## config.mk

```make
export PLATFORM = sky130hd
export DESIGN_NAME = fbp_programmer
export DESIGN_NICKNAME = d
export VERILOG_FILES = /design/src/rtl/fbp_pkg.sv /design/src/rtl/fbp_line_buffer.sv /design/src/rtl/fbp_addr_gen.sv /design/src/rtl/fbp_seq_ctrl.sv /design/src/rtl/fbp_programmer.sv
export SDC_FILE = /design/constraint.sdc
export NUM_CORES = 1
export LEC_CHECK = 0
export BUFFER_PORTS_ARGS = -buffer_cell sky130_fd_sc_hd__buf_2
export CORE_AREA = 4 4 230 232
export DETAILED_ROUTE_END_ITERATION = 10
export DIE_AREA = 0 0 234 236
export PLACE_DENSITY = 0.63
export RECOVER_POWER = 25
export SLEW_MARGIN = 20
export SYNTH_ARGS = -nofsm -noshare
export SYNTH_HDL_FRONTEND = slang
export SYNTH_SLANG_ARGS = --single-unit
```

## constraint.sdc

```tcl
create_clock -name clk -period 9.3 [get_ports clk]
set_clock_uncertainty 0.1 [all_clocks]
set_input_delay 0.465 -clock clk [delete_from_list [all_inputs] [get_ports clk]]
set_output_delay 0.465 -clock clk [all_outputs]
set_load 0.02 [all_outputs]
```

## src/rtl/fbp_pkg.sv

```systemverilog
// Shared types and codes for the streaming block programmer.
// Assumes command codes fit in the low byte of the host data word.
package fbp_pkg;

    typedef enum logic [2:0] {
        ST_READY,
        ST_SETUP,
        ST_LOAD,
        ST_PROG,
        ST_EXIT
    } fbp_state_t;

    localparam logic [7:0] CMD_SETUP   = 8'h80;
    localparam logic [7:0] CMD_CONFIRM = 8'hD0;
    localparam logic [7:0] CMD_CLEAR   = 8'h50;

    localparam int unsigned SR_READY = 7;
    localparam int unsigned SR_ERROR = 4;
    localparam int unsigned SR_BUSY  = 0;

endpackage

```

## src/rtl/fbp_line_buffer.sv

```systemverilog
// One-line write buffer: stores 2**LINE_W data words filled by index.
// Assumes a single writer and a combinational read port for the sequencer.
module fbp_line_buffer #(
    parameter int unsigned DATA_W = 16,
    parameter int unsigned LINE_W = 5
) (
    input  logic              clk,
    input  logic              wr_en,
    input  logic [LINE_W-1:0] wr_idx,
    input  logic [DATA_W-1:0] wr_data,
    input  logic [LINE_W-1:0] rd_idx,
    output logic [DATA_W-1:0] rd_data
);
    localparam int unsigned DEPTH = 1 << LINE_W;

    logic [DATA_W-1:0] words [DEPTH];

    // Capture one host data word per accepted write.
    always_ff @(posedge clk) begin
        if (wr_en) begin
            words[wr_idx] <= wr_data;
        end
    end

    // Present the word being programmed or verified.
    assign rd_data = words[rd_idx];

endmodule

```

## src/rtl/fbp_addr_gen.sv

```systemverilog
// Line pointer for the session: loaded with the aligned start address,
// advanced by one 32-word line after each programmed buffer.
// Assumes the start address is aligned (checked by the sequencer).
module fbp_addr_gen #(
    parameter int unsigned ADDR_W = 12,
    parameter int unsigned BLK_W  = 8,
    parameter int unsigned LINE_W = 5
) (
    input  logic              clk,
    input  logic              rst_n,
    input  logic              load,
    input  logic [ADDR_W-1:0] start_addr,
    input  logic              advance,
    input  logic [LINE_W-1:0] word_idx,
    output logic [ADDR_W-1:0] cur_addr,
    output logic              last_line
);
    localparam int unsigned LINE_BITS = ADDR_W - LINE_W;
    localparam int unsigned LPB_W     = BLK_W - LINE_W;

    logic [LINE_BITS-1:0] line_q;

    // Hold the current line number; load at session start, step per buffer.
    always_ff @(posedge clk) begin
        if (!rst_n) begin
            line_q <= '0;
        end else if (load) begin
            line_q <= start_addr[ADDR_W-1:LINE_W];
        end else if (advance) begin
            line_q <= line_q + 1'b1;
        end
    end

    // Word address is the line number joined with the word index.
    assign cur_addr  = {line_q, word_idx};

    // The last line of a block has all line-in-block bits set.
    assign last_line = &line_q[LPB_W-1:0];

endmodule

```

## src/rtl/fbp_seq_ctrl.sv

```systemverilog
// Session sequencer: command decode, buffer fill count, program/verify
// stepping and status generation.
// Assumes one host write per cycle and same-cycle array readback.
module fbp_seq_ctrl
    import fbp_pkg::*;
#(
    parameter int unsigned ADDR_W  = 12,
    parameter int unsigned BLK_W   = 8,
    parameter int unsigned DATA_W  = 16,
    parameter int unsigned LINE_W  = 5,
    parameter int unsigned NUM_BLK = 16
) (
    input  logic              clk,
    input  logic              rst_n,
    input  logic              host_we,
    input  logic [ADDR_W-1:0] host_addr,
    input  logic [DATA_W-1:0] host_wdata,
    input  logic [NUM_BLK-1:0] blk_lock,
    input  logic [DATA_W-1:0] arr_rdata,
    input  logic [DATA_W-1:0] buf_word,
    input  logic              last_line,
    output logic              buf_we,
    output logic [LINE_W-1:0] fill_idx,
    output logic [LINE_W-1:0] word_idx,
    output logic              ag_load,
    output logic              ag_advance,
    output logic              arr_we,
    output logic [7:0]        status
);
    localparam int unsigned BLK_ID_W = ADDR_W - BLK_W;
    localparam logic [LINE_W-1:0] LAST_IDX = '1;

    fbp_state_t        state_q;
    logic [ADDR_W-1:0] setup_addr_q;
    logic              err_q;
    logic [LINE_W-1:0] fill_q;
    logic [LINE_W-1:0] widx_q;
    logic              verify_q;

    logic              is_setup_cmd;
    logic              is_confirm_cmd;
    logic              is_clear_cmd;
    logic              confirm_ok;
    logic              exit_hit;
    logic              mismatch;
    logic              line_done;
    logic [BLK_ID_W-1:0] host_blk;
    logic [BLK_ID_W-1:0] sess_blk;

    // Decode command words from the host data bus.
    always_comb begin
        is_setup_cmd   = (host_wdata == DATA_W'(CMD_SETUP));
        is_confirm_cmd = (host_wdata == DATA_W'(CMD_CONFIRM));
        is_clear_cmd   = (host_wdata == DATA_W'(CMD_CLEAR));
    end

    // Qualify the confirm write: same address, aligned, block writable.
    always_comb begin
        host_blk   = host_addr[ADDR_W-1:BLK_W];
        sess_blk   = setup_addr_q[ADDR_W-1:BLK_W];
        confirm_ok = is_confirm_cmd
                   && (host_addr == setup_addr_q)
                   && (host_addr[LINE_W-1:0] == '0)
                   && !blk_lock[host_blk];
    end

    // Exit pattern: all ones aimed outside the session block, buffer empty.
    always_comb begin
        exit_hit = (host_wdata == '1) && (host_blk != sess_blk) && (fill_q == '0);
    end

    // Verify compare and end-of-line detection during the readback cycle.
    always_comb begin
        mismatch  = (arr_rdata != buf_word);
        line_done = verify_q && (widx_q == LAST_IDX);
    end

    // Main state machine and counters.
    always_ff @(posedge clk) begin
        if (!rst_n) begin
            state_q      <= ST_READY;
            setup_addr_q <= '0;
            err_q        <= 1'b0;
            fill_q       <= '0;
            widx_q       <= '0;
            verify_q     <= 1'b0;
        end else begin
            unique case (state_q)
                ST_READY: begin
                    if (host_we) begin
                        if (is_setup_cmd) begin
                            setup_addr_q <= host_addr;
                            state_q      <= ST_SETUP;
                        end else if (is_clear_cmd) begin
                            err_q <= 1'b0;
                        end
                    end
                end
                ST_SETUP: begin
                    if (host_we) begin
                        if (confirm_ok) begin
                            fill_q  <= '0;
                            state_q <= ST_LOAD;
                        end else begin
                            err_q   <= 1'b1;
                            state_q <= ST_READY;
                        end
                    end
                end
                ST_LOAD: begin
                    if (host_we) begin
                        if (exit_hit) begin
                            state_q <= ST_EXIT;
                        end else begin
                            fill_q <= fill_q + 1'b1;
                            if (fill_q == LAST_IDX) begin
                                widx_q   <= '0;
                                verify_q <= 1'b0;
                                state_q  <= ST_PROG;
                            end
                        end
                    end
                end
                ST_PROG: begin
                    if (!verify_q) begin
                        verify_q <= 1'b1;
                    end else begin
                        verify_q <= 1'b0;
                        if (mismatch) begin
                            err_q   <= 1'b1;
                            state_q <= ST_EXIT;
                        end else if (line_done) begin
                            fill_q  <= '0;
                            state_q <= last_line ? ST_EXIT : ST_LOAD;
                        end else begin
                            widx_q <= widx_q + 1'b1;
                        end
                    end
                end
                ST_EXIT: begin
                    state_q <= ST_READY;
                end
                default: begin
                    state_q <= ST_READY;
                end
            endcase
        end
    end

    // Strobes to the buffer, the line pointer and the array.
    always_comb begin
        buf_we     = (state_q == ST_LOAD) && host_we && !exit_hit;
        ag_load    = (state_q == ST_SETUP) && host_we && confirm_ok;
        ag_advance = (state_q == ST_PROG) && line_done && !mismatch && !last_line;
        arr_we     = (state_q == ST_PROG) && !verify_q;
        fill_idx   = fill_q;
        word_idx   = widx_q;
    end

    // Assemble the status byte.
    always_comb begin
        status           = '0;
        status[SR_READY] = (state_q == ST_READY);
        status[SR_ERROR] = err_q;
        status[SR_BUSY]  = (state_q == ST_PROG);
    end

endmodule

```

## src/rtl/fbp_programmer.sv

```systemverilog
// Top of the streaming block programmer: ties the sequencer, the line
// buffer and the line pointer to the host bus and the array port.
// Assumes the array read is combinational on arr_addr.
module fbp_programmer #(
    parameter int unsigned ADDR_W  = 12,
    parameter int unsigned BLK_W   = 8,
    parameter int unsigned DATA_W  = 16,
    parameter int unsigned LINE_W  = 5,
    parameter int unsigned NUM_BLK = 1 << (ADDR_W - BLK_W)
) (
    input  logic               clk,
    input  logic               rst_n,
    input  logic               host_we,
    input  logic [ADDR_W-1:0]  host_addr,
    input  logic [DATA_W-1:0]  host_wdata,
    input  logic [NUM_BLK-1:0] blk_lock,
    output logic [7:0]         status,
    output logic               arr_we,
    output logic [ADDR_W-1:0]  arr_addr,
    output logic [DATA_W-1:0]  arr_wdata,
    input  logic [DATA_W-1:0]  arr_rdata
);
    logic              buf_we;
    logic [LINE_W-1:0] fill_idx;
    logic [LINE_W-1:0] word_idx;
    logic [DATA_W-1:0] buf_word;
    logic              ag_load;
    logic              ag_advance;
    logic              last_line;

    fbp_seq_ctrl #(
        .ADDR_W (ADDR_W),
        .BLK_W  (BLK_W),
        .DATA_W (DATA_W),
        .LINE_W (LINE_W),
        .NUM_BLK(NUM_BLK)
    ) u_ctrl (
        .clk       (clk),
        .rst_n     (rst_n),
        .host_we   (host_we),
        .host_addr (host_addr),
        .host_wdata(host_wdata),
        .blk_lock  (blk_lock),
        .arr_rdata (arr_rdata),
        .buf_word  (buf_word),
        .last_line (last_line),
        .buf_we    (buf_we),
        .fill_idx  (fill_idx),
        .word_idx  (word_idx),
        .ag_load   (ag_load),
        .ag_advance(ag_advance),
        .arr_we    (arr_we),
        .status    (status)
    );

    fbp_line_buffer #(
        .DATA_W(DATA_W),
        .LINE_W(LINE_W)
    ) u_buf (
        .clk    (clk),
        .wr_en  (buf_we),
        .wr_idx (fill_idx),
        .wr_data(host_wdata),
        .rd_idx (word_idx),
        .rd_data(buf_word)
    );

    fbp_addr_gen #(
        .ADDR_W(ADDR_W),
        .BLK_W (BLK_W),
        .LINE_W(LINE_W)
    ) u_agen (
        .clk       (clk),
        .rst_n     (rst_n),
        .load      (ag_load),
        .start_addr(host_addr),
        .advance   (ag_advance),
        .word_idx  (word_idx),
        .cur_addr  (arr_addr),
        .last_line (last_line)
    );

    // The array is always fed the buffered word under the current index.
    assign arr_wdata = buf_word;

endmodule

```

Yosys cells after proc, flatten, opt, wreduce, memory -nomap -nowiden
Memories as Yosys holds them, arrays and structs flattened. A register that Yosys moved wholly into a read port is not among the register bits.
Cells that the tools add are included.
- add/sub/neg operators: 3
- magnitude comparators: 1
- equal/unequal tests: 29
- muxes and demuxes: 48
- reductions and logical operators: 33
- operator list (kind ; count):
    two-way mux 5 bit ; 15
    == test 16 x 8 -> 1 bit, second input constant ; 2
    two-way mux 3 bit ; 10
    == test 16 bit, second input constant ; 1
    == test 16 x 7 -> 1 bit, second input constant ; 1
    inequality test 16 bit ; 1
    inequality test 2 bit, second input constant ; 8
    AND reduction 8 bit ; 2
    case mux 5 bit (3 select lines) ; 1
    logical AND 1 bit ; 14
    two-way mux 1 bit ; 14
    two-way mux 7 bit ; 2
    inequality test 2 x 1 -> 1 bit, second input constant ; 7
    AND reduction 7 bit ; 2
    == test 12 bit ; 1
    case mux 3 bit (4 select lines) ; 1
    adder 5 x 1 -> 5 bit, second input constant ; 2
    == test 5 bit, second input constant ; 2
    logical NOT 5 bit ; 2
    case mux 5 bit (2 select lines) ; 1
    adder 7 x 1 -> 7 bit, second input constant ; 1
    == test 3 x 2 -> 1 bit, second input constant ; 2
    inequality test 3 x 1 -> 1 bit, second input constant ; 2
    AND reduction 3 bit ; 2
    12 further kinds ; 18
- flip-flop bits (word level): 34
- RAM bits: 512
- input bits: 63
- output and inout bits: 37
- memories: 1
- memory list (memory ; depth ; width ; read ports ; clocked after Yosys merged registers in ; write ports ; line ; text):
    u_buf.words ; 32 ; 16 ; 1 ; 1 ; 1 ; fbp_line_buffer.sv:16 ; logic [DATA_W-1:0] words [DEPTH];

Longest topological paths before layout
- depth after elaboration: 8
- depth in mapped cells: 16
- mapped depth without buffers: 11

Modules after synthesis
Synthesis repeated with hierarchy kept, for this count alone.
- cell total of the unflattened synthesis: 1438
- area, all modules: 22828.1 sq um
- modules (own cells, without submodules) (module ; instances ; cells an instance ; area an instance (sq um) ; sequential area each (sq um)):
    fbp_line_buffer ; 1 ; 1127 ; 20214.4 ; 15374.7
    fbp_seq_ctrl ; 1 ; 263 ; 2188.3 ; 540.5
    fbp_addr_gen ; 1 ; 48 ; 425.4 ; 140.1

Worst setup path before layout
OpenSTA, ideal clock, no wires.
- kind: reg-to-reg
- from: reg (tool-made name)
- to: reg (tool-made name)
- arrival: 3.162 ns
- required time: 9.078 ns
- slack: 5.916 ns
- cell stages (with the launch flop): 15
- path through: dfxtp_1 buf_6 buf_4 buf_2 mux2i_1 a21oi_1 nand3_1 nand4_1 xor2_1 a2111oi_2 nand4_1 nor3_2 and2_1 a41oi_1 o311a_1

==> metrics.txt <==
maximum VDD drop 0.1300 mV; total number of vias 13000; outcome finished with violations; CTS HTree Levels 2; critical path type flip-flop to flip-flop; # DRC 0; Largest stage delay, worst path 920 ps; share of cells above drive strength 1 15.85%; ordered list of cells on the worst path and2_2 > buf_4 > a22oi_1 > nand3_1 > o31ai_1 > or3_1 > a2111oi_2 > nand4_1 > nor3_2 > and2_1 > a41oi_1 > o311a_1; initial DRC count 1462; Clock Sinks around 550; WHS 31.43 ps; CTS Buf Count 57; Syn. warnings 0; Critical Path AT ~6000 ps; count of cell types in the netlist 60; normalized max-slew margin -1.737%; CTS root buffer clkbuf_16; wire length per cell approximately 25 um; Final Cycle Share 60.22%; Lkg Pwr 7.831 nW; placed cell count 2187; post-synthesis sequential area ratio 71.34%; I/O Pins 100; Setup TNS 0 ps; # diodes 0; Core Box Area 50990 um^2; Final Hold Fails 0; CP bufs+invs 1; Reg clk slew, reported paths 60 ps; GRT Overall Usage about a fifth; vias in the first global route approximately 13000; initial antenna violation count 0; post-synthesis register bit count 551; fin cells approximately 2300; Clock Latency Late Sink 620 ps; synth-to-layout area growth 13.70%; CTS tree yes; FMAX approximately 0.18 GHz; Crit path required time 9690 ps; Mapped Area 22640 um^2; Synth Area per Inst about 16 um^2; EDFF count, synth just over 500; ys flop type edfxtp_1; die footprint roughly 55000 um^2; routed vias/inst ~5.7; WL final 57910 um; die width 234 um; max-cap violations 1; Post-DRT Antenna Nets 0; row count 83; setup ws final approximately 3700 ps; DP Wirelength 33560 um; PortBufs 94; ranking of synthesized cells by area edfxtp_1 68%, mux2i_1 11%, dfxtp_1 3.4%; Slowest cell on crit path nor3_2; Least-Margin Pin Slew 1526 ps; TritonRoute pass-1 iters 5; Hold WC Path Type primary input to flip-flop; Largest delay share family, worst path simple AND/OR/NAND/NOR gates; synthesized instance count roughly 1500; dominant cell type by area after synthesis edfxtp_1; Slew Viols, Final 35; grt ovf 0; Synth top area share just under 70%; RSZ-0062 raised after global routing false; Power per Cell Area 194.1 nW/um^2; Post-CTS Setup Inserts 0; crit end category flip-flop; Final setup viols 0; final worst path period need between 5000 and 6000 ps; crit-path max FO 30; fillers 4200; startpoint types flip-flop; failing checks max-capacitance violations, max-slew violations; Final Instance Area 25750 um^2; ys async rst share 0%; Post-DP Area approximately 24000 um^2; CTS max path bufs 3; RD Place Congestion 0.8087; Setup WS pre-CTS between 3000 and 4000 ps; largest net degree at the start of global routing 141; Chip Height between 200 and 250 um; first-pass GRT wire length 83730 um; Final nets 1641; effective utilization at floorplan 44.41%
-- tightest hold or removal path, delay by kind of cell --
family / cells / cell delay [ps]
buffers and inverters: 1 / 110
AND/OR/NAND/NOR: 1 / 50
AO/OA/AOI/OAI: 1 / 50
-- metal layers --
metal  part of all wire [%]  vias up  wire length (um)  global-route usage (%)
li1                       -     5877                 -                       -
met2                     49      483             28110                   33.50
met4                    2.1        0              1229                   5.005
met1                     42     6564             24310                   28.68
met3                    7.4       80              4266                   4.130
met5                      0        -                 0                       0
-- cells in the final DEF, fill, tap and decap left out, drive strengths merged, types with 4 or more instances in the layout --
cell type  synthesis  routed
edfxtp           512     512
mux2i            245     245
buf               51     122
nand2            101     101
clkbuf            29      78
a22oi             77      77
nand3             64      64
a21oi             59      59
nor2              57      57
dfxtp             39      39
nand4             23      23
clkinv             0      23
xnor2             17      17
xor2              16      16
inv               14      14
o21ai             13      13
nor3              12      12
mux4              10      10
a22o               9       9
o22ai              9       9
ha                 9       9
and3               8       8
nand2b             7       7
nor2b              7       7
bufinv             0       6
nand3b             5       5
conb               1       5
and2               5       5
mux2               4       4
a221oi             4       4
or3                4       4
nor4               4       4
a31oi              4       4
-- final timing paths --
| kind | from | to | slack [ps] | cells after the start |
|---|---|---|---|---|
| max reg2reg | flip-flop | flip-flop | 3700 | 12 |
| min | host_addr[4] | u_ctrl.setup_addr_q[4]$_SDFFE_PN0P_ | 30 | 3 |
| max | flip-flop | flip-flop | 3700 | 12 |
| min reg2reg | u_ctrl.setup_addr_q[2]$_SDFFE_PN0P_ | u_ctrl.setup_addr_q[2]$_SDFFE_PN0P_ | 350 | 2 |
-- flip-flops by register name, summed over array words and instances, names as in the netlist, named ones only --
name and count:
u_ctrl.word_idx 5, u_ctrl.setup_addr_q 12, u_ctrl.verify_q 1, u_agen.line_q 7, u_ctrl.fill_idx 5, u_ctrl.err_q 1, u_buf.words 512, u_ctrl.state_q 3
-- report_power, final --
group	leakage, nW	internal (W)	switching, W
clock network	0.874	0.00130	0.000920
logic	2.04	0.0000188	0.0000551
registers	4.91	0.00271	0.000000000401
total	7.83	0.00402	0.000975
-- kinds of logic after synthesis --
group | share of synthesized area [%]
buffers and inverters | 2.404
and+or+nand+nor | 6.398
xor gates and xnor gates | 1.276
other | 0.01656
adders and majority gates | 0.4973
DFF | 71.34
muxes | 12.02
AOI/OAI and AO/OA | 6.039
-- final cells by class --
cell class / count / area (um^2) / share of cell area (%)
well taps: 680 / 850.8 / 3.304
inverters: 14 / 52.55 / 0.2041
clock buffers: 69 / 1491 / 5.793
flip-flops and latches: 551 / 16160 / 62.76
multi-input cells: 811 / 6096 / 23.68
clock inverters: 30 / 317.8 / 1.234
repair buffers: 134 / 779.5 / 3.028
-- repair_timing --
item | in CTS | in global routing
endpoints found under the hold margin | 3 | 0
resized for setup | 0 | 0
hold buffers | 3 | 0
endpoints found under the setup margin | 0 | 0
-- metrics by stage --
step           total power, W  utilization (%)
5_1_grt              0.005144            50.49
3_3_place_gp         0.002829            46.91
6_report             0.004997            50.49
2_1_floorplan        0.002777                -
4_1_cts              0.005027            50.52
3_5_place_dp         0.002831            46.91
-- cell usage after synthesis (9+ instances only) --
master    count
a21oi_1      59
a22o_1        9
a22oi_1      77
buf_2        17
buf_4        23
buf_6         9
clkbuf_1     29
dfxtp_1      39
edfxtp_1    512
ha_1          9
inv_1        14
mux2i_1     245
mux4_2       10
nand2_1     101
nand3_1      64
nand4_1      23
nor2_1       56
nor3_1       11
o21ai_0      13
o22ai_1       9
xnor2_1      17
xor2_1       16
(Power assumes the default switching activity.)
